`src/rtl/pin_glitch_filter.sv`:
```
module pin_glitch_filter #(
  parameter int CNT_W   = 4,
  parameter int PRE_W   = 11,
  parameter int TB_LEN0 = 2,
  parameter int TB_LEN1 = 8,
  parameter int TB_LEN2 = 512,
  parameter int TB_LEN3 = 2048
) (
  input  logic             clk,
  input  logic             rst_n,
  input  logic             ref_tick,
  input  logic             pin_raw,
  input  logic [CNT_W-1:0] cfg_count,
  input  logic [1:0]       cfg_tbase,
  input  logic [1:0]       cfg_policy,
  output logic             level_out,
  output logic             rise_pulse,
  output logic             fall_pulse
);

  localparam logic [1:0] POL_BYPASS  = 2'd0;
  localparam logic [1:0] POL_BOTH    = 2'd1;
  localparam logic [1:0] POL_KEEP_LO = 2'd2;
  localparam logic [1:0] POL_KEEP_HI = 2'd3;
  localparam int         CFG_W       = CNT_W + 4;

  logic [1:0]       sync_q;
  logic [CFG_W-1:0] cfg_q;
  logic [PRE_W-1:0] pre_q;
  logic [PRE_W-1:0] pre_last;
  logic [CNT_W-1:0] stab_q;
  logic             filt_q;
  logic             filt_d1;
  logic             pin_s;
  logic             cfg_chg;
  logic             differ;
  logic             pass_now;
  logic             window_done;

  assign pin_s       = sync_q[1];
  assign cfg_chg     = {cfg_count, cfg_tbase, cfg_policy} != cfg_q;
  assign differ      = pin_s != filt_q;
  assign pass_now    = (cfg_policy == POL_KEEP_LO && !pin_s) ||
                       (cfg_policy == POL_KEEP_HI &&  pin_s);
  assign window_done = stab_q == cfg_count;

  always_comb begin
    case (cfg_tbase)
      2'd0:    pre_last = PRE_W'(TB_LEN0 - 1);
      2'd1:    pre_last = PRE_W'(TB_LEN1 - 1);
      2'd2:    pre_last = PRE_W'(TB_LEN2 - 1);
      default: pre_last = PRE_W'(TB_LEN3 - 1);
    endcase
  end

  always_ff @(posedge clk or negedge rst_n) begin
    if (!rst_n) begin
      sync_q <= '0;
      cfg_q  <= '0;
    end else begin
      sync_q <= {sync_q[0], pin_raw};
      cfg_q  <= {cfg_count, cfg_tbase, cfg_policy};
    end
  end

  always_ff @(posedge clk or negedge rst_n) begin
    if (!rst_n) begin
      pre_q  <= '0;
      stab_q <= '0;
      filt_q <= 1'b0;
    end else if (cfg_policy == POL_BYPASS) begin
      filt_q <= pin_s;
      pre_q  <= '0;
      stab_q <= '0;
    end else if (cfg_chg || !differ) begin
      pre_q  <= '0;
      stab_q <= '0;
    end else if (pass_now || window_done) begin
      filt_q <= pin_s;
      pre_q  <= '0;
      stab_q <= '0;
    end else if (ref_tick) begin
      if (pre_q == pre_last) begin
        pre_q  <= '0;
        stab_q <= stab_q + 1'b1;
      end else begin
        pre_q <= pre_q + 1'b1;
      end
    end
  end

  always_ff @(posedge clk or negedge rst_n) begin
    if (!rst_n) filt_d1 <= 1'b0;
    else        filt_d1 <= filt_q;
  end

  assign level_out  = filt_q;
  assign rise_pulse = filt_q & ~filt_d1;
  assign fall_pulse = ~filt_q & filt_d1;

  logic [1:0] age_q;
  always_ff @(posedge clk or negedge rst_n) begin
    if (!rst_n)              age_q <= '0;
    else if (age_q != 2'd3)  age_q <= age_q + 1'b1;
  end

  p_bypass_delay_r1: assert property (@(posedge clk) disable iff (!rst_n)
    (age_q == 2'd3 && $past(cfg_policy) == POL_BYPASS) |-> level_out == $past(pin_raw, 3));

  p_window_hold_r3: assert property (@(posedge clk) disable iff (!rst_n)
    (cfg_policy == POL_BOTH && !cfg_chg && differ && !window_done) |=> $stable(level_out));

  p_restart_r4: assert property (@(posedge clk) disable iff (!rst_n)
    (cfg_policy != POL_BYPASS && !differ) |=> stab_q == '0);

  p_fast_fall_r5: assert property (@(posedge clk) disable iff (!rst_n)
    (cfg_policy == POL_KEEP_LO && !cfg_chg && !pin_s && level_out) |=> !level_out);

  p_fast_rise_r6: assert property (@(posedge clk) disable iff (!rst_n)
    (cfg_policy == POL_KEEP_HI && !cfg_chg && pin_s && !level_out) |=> level_out);

  p_tick_gate_r8: assert property (@(posedge clk) disable iff (!rst_n)
    (cfg_policy == POL_BOTH && !cfg_chg && differ && !window_done && !ref_tick) |=> $stable(stab_q));

  p_cfg_keep_r9: assert property (@(posedge clk) disable iff (!rst_n)
    (cfg_chg && cfg_policy != POL_BYPASS) |=> $stable(level_out));

  p_strobe_single_r10: assert property (@(posedge clk) disable iff (!rst_n)
    rise_pulse |=> !rise_pulse);

  p_strobe_excl_r10: assert property (@(posedge clk) disable iff (!rst_n)
    $onehot0({rise_pulse, fall_pulse}));

endmodule

```
`config.mk`:
```
export PLATFORM = sky130hd
export DESIGN_NAME = pin_glitch_filter
export DESIGN_NICKNAME = d
export VERILOG_FILES = /design/src/rtl/pin_glitch_filter.sv
export SDC_FILE = /design/constraint.sdc
export NUM_CORES = 1
export LEC_CHECK = 0
export BUFFER_PORTS_ARGS = -buffer_cell sky130_fd_sc_hd__clkbuf_2
export CORE_MARGIN = 1
export CORE_UTILIZATION = 50
export DETAILED_ROUTE_END_ITERATION = 16
export PLACE_DENSITY = 0.72
export SETUP_SLACK_MARGIN = 0.05
export SLEW_MARGIN = 20
export SYNTH_ARGS = -nofsm -noshare
export SYNTH_HDL_FRONTEND = slang
export SYNTH_SLANG_ARGS = --single-unit
```
`constraint.sdc`:
```
create_clock -name clk -period 1.75 [get_ports clk]
set_input_delay 0.175 -clock clk [delete_from_list [all_inputs] [get_ports clk]]
set_output_delay 0.175 -clock clk [all_outputs]
set_load 0.02 [all_outputs]
```
**Word level (Yosys, flattened, before mapping)**

Index checks and enable logic that the tools add are counted.

- Reduce and logical (&&, ||, !) cells: 14
- Multiplexer cells: 14
- Bitwise gates (word level): 4
- $add $sub $neg: 2
- Equality and inequality tests: 9

Operators with widths:

| operator | count |
|---|---|
| two-way mux 11 bit | 5 |
| one-hot mux 11 bit (3 select lines) | 1 |
| two-way mux 4 bit | 5 |
| adder 11 x 1 -> 11 bit, second input constant | 1 |
| == test 11 bit | 1 |
| inequality test 8 bit | 1 |
| nonzero test 4 bit | 2 |
| == test 2 bit, second input constant | 3 |
| adder 4 x 1 -> 4 bit, second input constant | 1 |
| == test 4 bit | 1 |
| zero test 2 bit | 2 |
| AND reduction 2 bit | 2 |
| logical OR 1 bit | 3 |
| two-way mux 1 bit | 3 |
| AND 1 bit | 2 |
| == test 2 x 1 -> 1 bit, second input constant | 1 |
| logical AND 1 bit | 2 |
| zero test 1 bit | 2 |
| inequality test 2 bit, second input constant | 1 |
| inverter 1 bit | 2 |
| nonzero test 2 bit | 1 |
| inequality test 1 bit | 1 |

- Register bits: 27
- Logic and storage cells: 49
- Input bits: 12
- Output and inout port bits: 3

**Depth between registers and ports, before layout**

Gate-level depths: netlist (run 1).

- Word-level depth: 8
- Gate-level depth with buffers: 6
- Depth with buffers taken out: 6

**Least setup slack after synthesis (run 1)**

OpenSTA, ideal clock, no wires.

- Kind: reg2reg
- Start: reg pre_q[6]
- End: reg stab_q[3]
- Cell stages (with the launch flop): 7
- Library setup time: 83 ps
- Setup slack: -22 ps
- Required time: 1667 ps
- Path buffers: 0
- Arrival time: 1689 ps
- Cell sequence: dfrtp_1 -> nor4_2 -> nand2_1 -> a221oi_2 -> nand3_2 -> or3_1 -> a21oi_1

- Word-level cells in the longest chain between the ends: 3

RTL lines:

| item | RTL line | text |
|---|---|---|
| from (decl) | 29 | `logic [PRE_W-1:0] pre_q;` |
| from (signal assigned) | 87 | `pre_q <= pre_q + 1'b1;` |
| == test 11 bit | 83 | `if (pre_q == pre_last) begin` |
| nonzero test 4 bit (no line) | n/a |  |
| AND reduction 2 bit (no line) | n/a |  |
| to (signal assigned) | 85 | `stab_q <= stab_q + 1'b1;` |
| to (decl) | 31 | `logic [CNT_W-1:0] stab_q;` |

Every way passes these cells.
A chain may end at the register's enable or synchronous reset.

**Worst setup path after layout (run 1)**

- Start: reg pre_q[10]
- End: reg stab_q[3]

The elaborated chain is that of the path after synthesis.

==> run_summary.xml, run 1 <==
<?xml version="1.0" encoding="UTF-8"?>
<metrics>
  <group name="outcome">
    <metric name="run_status" unit="">finished with violations</metric>
    <metric name="failed_checks" unit="">negative setup slack</metric>
  </group>
  <group name="worst_setup_path">
    <metric name="timing.reg2reg.worst_path_depth" unit="">6</metric>
    <metric name="worstSetupStartpointType" unit="">register</metric>
    <metric name="cp.required" unit="ps">2010</metric>
    <metric name="arrival_time_worst_endpoint" unit="ps">2040</metric>
    <metric name="worstSetupPathType" unit="">register to register</metric>
    <metric name="crit_path_max_fanout" unit="">5</metric>
    <metric name="timing.critical_path.to_type" unit="">register</metric>
  </group>
  <group name="cts">
    <metric name="clk_root_buffer_cell" unit="">sky130_fd_sc_hd__clkbuf_4</metric>
    <metric name="tritoncts.num_buffers" unit="">3</metric>
    <metric name="cts.sink_count" unit="">27</metric>
    <metric name="clk_latency" unit="ps">320</metric>
    <metric name="clockBufferDepth" unit="">2</metric>
    <metric name="htree_levels" unit="">1</metric>
    <metric name="cts.reportedPaths.clkPinSlew" unit="ps">130</metric>
    <metric name="cts_tree" unit="">built</metric>
  </group>
  <group name="routing">
    <metric name="total_routed_length" unit="um">2930</metric>
    <metric name="avgViaCountPerCell" unit="">5.36</metric>
    <metric name="dr.first_iter.drc_count" unit="">10</metric>
    <metric name="drt_pass1_iterations" unit="">4</metric>
    <metric name="vias" unit="">1130</metric>
    <metric name="detailed_route_drc_error_count" unit="">0</metric>
    <metric name="drt-wirelength-per-cell" unit="um">13.9</metric>
    <metric name="final_antenna_net_count" unit="">0</metric>
  </group>
  <group name="global_routing">
    <metric name="antenna_found_initial" unit="">0</metric>
    <metric name="gr-total-overflow" unit="">0</metric>
    <metric name="maximum_number_of_pins_on_one_net_before_global_route_repair" unit="">28</metric>
    <metric name="grt_pass1_wl" unit="um">4750</metric>
    <metric name="grt_use_total" unit="">0.230</metric>
    <metric name="via_count_of_the_first_global_routing_pass" unit="">1130</metric>
  </group>
  <group name="yosys">
    <metric name="synthesis.area" unit="um^2">1360</metric>
    <metric name="mappedNetlistNets" unit="">147</metric>
    <metric name="synth.top_cells.by_area" unit="">sky130_fd_sc_hd__dfrtp_1 (50%), sky130_fd_sc_hd__xor2_1 (12%), sky130_fd_sc_hd__nor2_1 (5.2%)</metric>
    <metric name="yosysWarningCount" unit="">0</metric>
    <metric name="netlist.top_cell.by_area" unit="">sky130_fd_sc_hd__dfrtp_1</metric>
    <metric name="post_synth.cell_area_avg" unit="um^2">10.2</metric>
    <metric name="synth_cell_types" unit="">34</metric>
    <metric name="synth.yosys.seq_area_share" unit="">0.497</metric>
    <metric name="synth_cells" unit="">133</metric>
    <metric name="netlist.area_leader.share" unit="">0.497</metric>
    <metric name="synth-seq-cells" unit="">27</metric>
  </group>
  <group name="power">
    <metric name="totalPowerFinal" unit="mW">1.05</metric>
    <metric name="max-vdd-ir-drop" unit="mV">0.544</metric>
    <metric name="power.density_cell_area" unit="nW/um^2">587</metric>
    <metric name="leakage" unit="nW">0.805</metric>
  </group>
  <group name="sta">
    <metric name="worst_slack" unit="ps">-27.4</metric>
    <metric name="final.setup_skew" unit="ps">4.80</metric>
    <metric name="finalCriticalPeriod" unit="ps">1780</metric>
    <metric name="fmaxAchievable" unit="MHz">563</metric>
    <metric name="unrepaired_setup_endpoints_after_global_routing" unit="">true</metric>
    <metric name="tightest_slew" unit="ps">659</metric>
    <metric name="post-route-period-util" unit="">1.02</metric>
    <metric name="final_max_slew_viol_count" unit="">0</metric>
    <metric name="fin_worst_hold_slack" unit="ps">39.6</metric>
    <metric name="setup_violations" unit="">2</metric>
    <metric name="setup_tns" unit="ps">-38.1</metric>
    <metric name="max-slew-margin-rel" unit="">0.561</metric>
    <metric name="count_of_endpoints_failing_hold_in_the_final_timing_report" unit="">0</metric>
  </group>
  <group name="layout">
    <metric name="area_delta_synth_final" unit="%">31.9</metric>
    <metric name="layout_commonest_cell" unit="">sky130_fd_sc_hd__dfrtp_1</metric>
    <metric name="layout_common_cells" unit="">sky130_fd_sc_hd__dfrtp_1 (25), sky130_fd_sc_hd__buf_4 (24), sky130_fd_sc_hd__xor2_1 (19)</metric>
    <metric name="insertedDiodeCount" unit="">0</metric>
    <metric name="post_layout_instance_area" unit="um^2">1790</metric>
    <metric name="design.final.nets" unit="">196</metric>
    <metric name="fillers" unit="">186</metric>
    <metric name="drive_gt1_frac" unit="">0.320</metric>
  </group>
  <group name="die">
    <metric name="core-area" unit="um^2">2520</metric>
    <metric name="die_height" unit="um">54.1</metric>
    <metric name="start_util" unit="">0.539</metric>
    <metric name="rows" unit="">18</metric>
    <metric name="boundaryPins" unit="">15</metric>
    <metric name="fp.dieW" unit="um">54.1</metric>
    <metric name="area_of_the_die" unit="um^2">2930</metric>
  </group>
  <group name="placement">
    <metric name="detailed_place_hpwl" unit="um">2070</metric>
    <metric name="placed_cell_area" unit="um^2">1590</metric>
    <metric name="number_of_buffers_inserted_by_port_buffering" unit="">14</metric>
    <metric name="place_congestion" unit="">0.764</metric>
    <metric name="dpl_worst_slack" unit="ps">-24.3</metric>
  </group>
  <group name="job">
    <metric name="drv_cap" unit="">0</metric>
  </group>
  <group name="hold_path">
    <metric name="timing.hold.worst.class" unit="">primary input to register</metric>
    <metric name="holdPathStages" unit="">1</metric>
  </group>
</metrics>
## stage by stage
stage                      util  cells
after floorplan               -    133
after detailed placement  0.630    193
after global routing      0.710    211
after CTS                 0.682    207
after global placement    0.630    193
final                     0.710    211
## path summary, 6_finish.rpt
| check | from | end | slack (ps) |
|---|---|---|---|
| max in group asynchronous | rst_n | pre_q[1] | 900 |
| worst min-delay path | cfg_tbase[0] | cfg_q[2] | 40 |
| worst min register to register | sync_q[0] | sync_q[1] | 380 |
| worst max register to register | pre_q[10] | stab_q[3] | -30 |
| worst max-delay path | pre_q[10] | stab_q[3] | -30 |
| min in group asynchronous | rst_n | stab_q[0] | 390 |
## synthesized netlist by cell type, drive strengths merged
library cell and instances:
nand2b 1, and3 3, a221o 1, a21o 1
a21oi 5, o2111ai 1, nand2 9, xnor2 6
ha 2, o21bai 1, buf 1, or3 1
o21ai 6, inv 3, a21boi 1, nor2b 2
nand3 7, nor3 3, nand4b 1, a22oi 1
dfrtp 27, nor2 19, a221oi 1, nand4 4
mux2i 1, nor4 3, and4bb 1, and2 1
xor2 19, and4 1
## report_power, final
group	leakage [nW]	internal, mW	total (mW)	switching, mW
sequential	0.343	0.641	0.650	0.00960
clock	0.0150	0.0893	0.261	0.171
combinational	0.446	0.0625	0.140	0.0775
total	0.805	0.793	1.05	0.259
## flip-flops by register name, summed over array words and instances (netlist names)
register	cells
sync_q	2
stab_q	4
filt_d1	1
level_out	1
cfg_q	8
pre_q	11
## cell type report
cell class | instances | area (um^2) | share of cell area
Sequential cell | 27 | 678 | 0.378
Inverter | 3 | 11.3 | 0.00628
Clock buffer | 4 | 26.3 | 0.0147
Timing Repair Buffer | 45 | 320 | 0.179
Multi-Input combinational cell | 102 | 718 | 0.401
Tap cell | 30 | 37.5 | 0.0209
## cell families after synthesis
logic type / Yosys count / synth area share
xor gates and xnor gates: 25 / 0.161
muxes: 1 / 0.00737
AOI/OAI and AO/OA: 18 / 0.0902
buffers and inverters: 4 / 0.0120
and+or+nand+nor: 56 / 0.214
adders and majority gates: 2 / 0.0184
DFF: 27 / 0.497
## metal layers
metal  wire length (um)  part of all wire  track usage
met5                  0                 0            0
met4                 54             0.018       0.0983
met3                 67             0.023       0.0282
met2               1560              0.53        0.407
met1               1240              0.42        0.275
## what timing repair did
item                                    in CTS  in global routing
buffers inserted                             4                  3
pin swaps                                    7                  7
endpoints found under the setup margin       5                 13
hold endpoints to repair                    32                  1
resized for setup                            3                 11
hold buffers                                 6                  1
## critical path, cell delays in order, from the launching register on
cell and delay [ps]:
sky130_fd_sc_hd__dfrtp_1 440, sky130_fd_sc_hd__and4bb_2 330, sky130_fd_sc_hd__a22oi_2 70, sky130_fd_sc_hd__a221oi_2 310, sky130_fd_sc_hd__nand3_2 130, sky130_fd_sc_hd__or3_4 340, sky130_fd_sc_hd__a21oi_2 110
No activity file was read; power rests on OpenSTA's default activity.
==> run 2, diff against run 1 <==
Settings changed: PLACE_DENSITY 0.72 to 0.77.
==> run 2 against run 1 <==
Effect of this change:
- largest power group unchanged
- critical path type unchanged
- fmax about the same
- critical endpoint is now level_out
- core utilization increased by 1.6 points
- the run still ends with negative setup slack left
- sequential power about the same
- global-route usage decreased by 1.6 points
- routed wire length increased by 7.1%
- setup slack got worse by 0.97 ps
- combinational power about the same
- non-clock buffer count decreased by 3
- via count decreased by 0.80%
- die area unchanged
- first-iteration DRC count increased by 60%
- clock-buffer cell count unchanged
==> run_summary.xml, run 2 (synthesis gave the netlist of run 1 again) <==
<?xml version="1.0" encoding="UTF-8"?>
<metrics>
  <group name="routing">
    <metric name="avgViaCountPerCell" unit="">5.39</metric>
    <metric name="total_routed_length" unit="um">3130</metric>
    <metric name="dr.first_iter.drc_count" unit="">16</metric>
    <metric name="drt_pass1_iterations" unit="">4</metric>
    <metric name="vias" unit="">1121</metric>
    <metric name="drt-wirelength-per-cell" unit="um">15.1</metric>
    <metric name="final_antenna_net_count" unit="">0</metric>
    <metric name="detailed_route_drc_error_count" unit="">0</metric>
  </group>
  <group name="sta">
    <metric name="final.setup_skew" unit="ps">9.80</metric>
    <metric name="max-slew-margin-rel" unit="">0.566</metric>
    <metric name="final_max_slew_viol_count" unit="">0</metric>
    <metric name="fmaxAchievable" unit="MHz">562</metric>
    <metric name="setup_violations" unit="">2</metric>
    <metric name="count_of_endpoints_failing_hold_in_the_final_timing_report" unit="">0</metric>
    <metric name="worst_slack" unit="ps">-28.4</metric>
    <metric name="tightest_slew" unit="ps">651</metric>
    <metric name="setup_tns" unit="ps">-44.6</metric>
    <metric name="finalCriticalPeriod" unit="ps">1780</metric>
    <metric name="unrepaired_setup_endpoints_after_global_routing" unit="">true</metric>
    <metric name="post-route-period-util" unit="">1.02</metric>
  </group>
  <group name="global_routing">
    <metric name="grt_use_total" unit="">0.214</metric>
    <metric name="antenna_found_initial" unit="">0</metric>
    <metric name="maximum_number_of_pins_on_one_net_before_global_route_repair" unit="">28</metric>
    <metric name="via_count_of_the_first_global_routing_pass" unit="">1111</metric>
    <metric name="grt_pass1_wl" unit="um">4440</metric>
    <metric name="gr-total-overflow" unit="">0</metric>
  </group>
  <group name="layout">
    <metric name="layout_commonest_cell" unit="">sky130_fd_sc_hd__dfrtp_1</metric>
    <metric name="fillers" unit="">192</metric>
    <metric name="largest-register" unit="">pre_q</metric>
    <metric name="area_delta_synth_final" unit="%">34.9</metric>
    <metric name="largest_register_ffs" unit="">11</metric>
    <metric name="area_used_by_multi_input_combinational_logic" unit="um^2">774</metric>
    <metric name="insertedDiodeCount" unit="">0</metric>
    <metric name="seqCellArea" unit="um^2">676</metric>
    <metric name="layout_common_cells" unit="">sky130_fd_sc_hd__dfrtp_1 (27), sky130_fd_sc_hd__buf_4 (21), sky130_fd_sc_hd__xor2_1 (18)</metric>
    <metric name="drive_gt1_frac" unit="">0.337</metric>
    <metric name="design.final.nets" unit="">193</metric>
    <metric name="layout_top_registers" unit="">pre_q x11, cfg_q x8, stab_q x4</metric>
    <metric name="post_layout_instance_area" unit="um^2">1830</metric>
    <metric name="layout.core_utilization" unit="">0.727</metric>
  </group>
  <group name="die">
    <metric name="core-area" unit="um^2">2520</metric>
    <metric name="rows" unit="">18</metric>
    <metric name="start_util" unit="">0.539</metric>
    <metric name="die_height" unit="um">54.1</metric>
    <metric name="boundaryPins" unit="">15</metric>
    <metric name="area_of_the_die" unit="um^2">2930</metric>
    <metric name="fp.dieW" unit="um">54.1</metric>
  </group>
  <group name="placement">
    <metric name="place_congestion" unit="">0.779</metric>
    <metric name="dpl_worst_slack" unit="ps">-50.9</metric>
    <metric name="number_of_buffers_inserted_by_port_buffering" unit="">14</metric>
    <metric name="placed_cell_area" unit="um^2">1570</metric>
    <metric name="detailed_place_hpwl" unit="um">2020</metric>
  </group>
  <group name="hold_path">
    <metric name="holdPathStages" unit="">1</metric>
    <metric name="worst_hold_startpoint" unit="">cfg_policy[1]</metric>
    <metric name="timing.hold.worst.class" unit="">primary input to register</metric>
    <metric name="hold_critical_path_endpoint" unit="">cfg_q[1]</metric>
  </group>
  <group name="worst_setup_path">
    <metric name="worstPathBufferInverterCount" unit="">0</metric>
    <metric name="crit_path_max_fanout" unit="">2</metric>
    <metric name="worstSetupStartpointType" unit="">register</metric>
    <metric name="crit_path_max_incr_delay" unit="ps">420</metric>
    <metric name="r2r-end" unit="">level_out</metric>
    <metric name="arrival_time_worst_endpoint" unit="ps">1980</metric>
    <metric name="cp.required" unit="ps">1960</metric>
    <metric name="timing.reg2reg.worst_path_depth" unit="">6</metric>
    <metric name="critical_path.top_delay_family" unit="">simple AND/OR/NAND/NOR gates</metric>
    <metric name="worstSetupPathType" unit="">register to register</metric>
    <metric name="timing.critical_path.slowest_stage_cell" unit="">sky130_fd_sc_hd__dfrtp_1</metric>
    <metric name="timing.critical_path.to_type" unit="">register</metric>
    <metric name="regToRegStartpoint" unit="">cfg_q[6]</metric>
    <metric name="worstPathCellList" unit="">xor2_2, nor4_2, and3_1, nand2_1, a21o_1, a221o_1</metric>
    <metric name="r2r_slack" unit="ps">-30</metric>
  </group>
  <group name="cts">
    <metric name="tritoncts.num_buffers" unit="">3</metric>
    <metric name="cts_tree" unit="">built</metric>
    <metric name="clockBufferDepth" unit="">2</metric>
    <metric name="clk_root_buffer_cell" unit="">sky130_fd_sc_hd__clkbuf_4</metric>
    <metric name="htree_levels" unit="">1</metric>
    <metric name="cts.reportedPaths.clkPinSlew" unit="ps">140</metric>
    <metric name="clk_latency" unit="ps">310</metric>
    <metric name="cts.sink_count" unit="">27</metric>
  </group>
  <group name="power">
    <metric name="power.density_cell_area" unit="nW/um^2">573</metric>
    <metric name="totalPowerFinal" unit="mW">1.05</metric>
    <metric name="max-vdd-ir-drop" unit="mV">0.454</metric>
    <metric name="leakage" unit="nW">0.800</metric>
  </group>
  <group name="outcome">
    <metric name="failed_checks" unit="">negative setup slack</metric>
    <metric name="run_status" unit="">finished with violations</metric>
  </group>
  <group name="job">
    <metric name="drv_cap" unit="">0</metric>
  </group>
</metrics>
-- run 2: cell types whose count changed in the layout (fill, tap and decap cells not counted), moves of 2 or more --
cell and delta:
sky130_fd_sc_hd__dfrtp_1 +2, sky130_fd_sc_hd__nor2_1 -6, sky130_fd_sc_hd__buf_4 -3, sky130_fd_sc_hd__nor2_4 +6
sky130_fd_sc_hd__dfrtp_2 -2
-- run 2: cell type report --
class / instances / area share
multi-input combinational: 102 / 0.423
inverter: 3 / 0.00614
clock buffer: 4 / 0.0143
timing repair buffer: 42 / 0.168
sequential: 27 / 0.369
tap: 30 / 0.0205
-- run 2: worst max-delay path by stage --
stage                end  cells after the start  slack, ps     start
2_1_floorplan  stab_q[3]                      6         -6  pre_q[4]
3_3_place_gp   level_out                      6         -6  cfg_q[6]
3_5_place_dp   level_out                      6        -50  cfg_q[6]
4_1_cts        stab_q[3]                      6         10  pre_q[4]
5_1_grt        stab_q[3]                      6       -130  pre_q[1]
6_report       level_out                      6        -30  cfg_q[6]
-- run 2: stage by stage --
| stage | cells | hold WS [ps] |
|---|---|---|
| floorplan | 133 | -121 |
| global placement | 191 | 228 |
| detailed placement | 191 | 234 |
| CTS | 204 | 0.464 |
| global route | 208 | 5.60 |
| finish | 208 | 31.2 |
-- run 2: layer usage --
| layer | vias up | GRT usage | wire, um |
|---|---|---|---|
| met5 | - | 0 | 0 |
| met3 | 6 | 0.0254 | 67 |
| met1 | 545 | 0.246 | 1370 |
| met2 | 20 | 0.396 | 1620 |
| li1 | 550 | - | - |
| met4 | 0 | 0.0812 | 77 |
-- run 2: where the power goes --
part           switching, mW  internal (mW)
clock network          0.170         0.0889
logic                 0.0816         0.0609
registers            0.00879          0.641
-- run 2: timing repair --
item                                    in CTS  in global routing
hold buffers                                 4                  2
pin swaps                                    7                 13
gates resized for setup                      2                 28
setup buffers                                5                  2
endpoints found under the setup margin      12                 14
endpoints found under the hold margin       30                  2
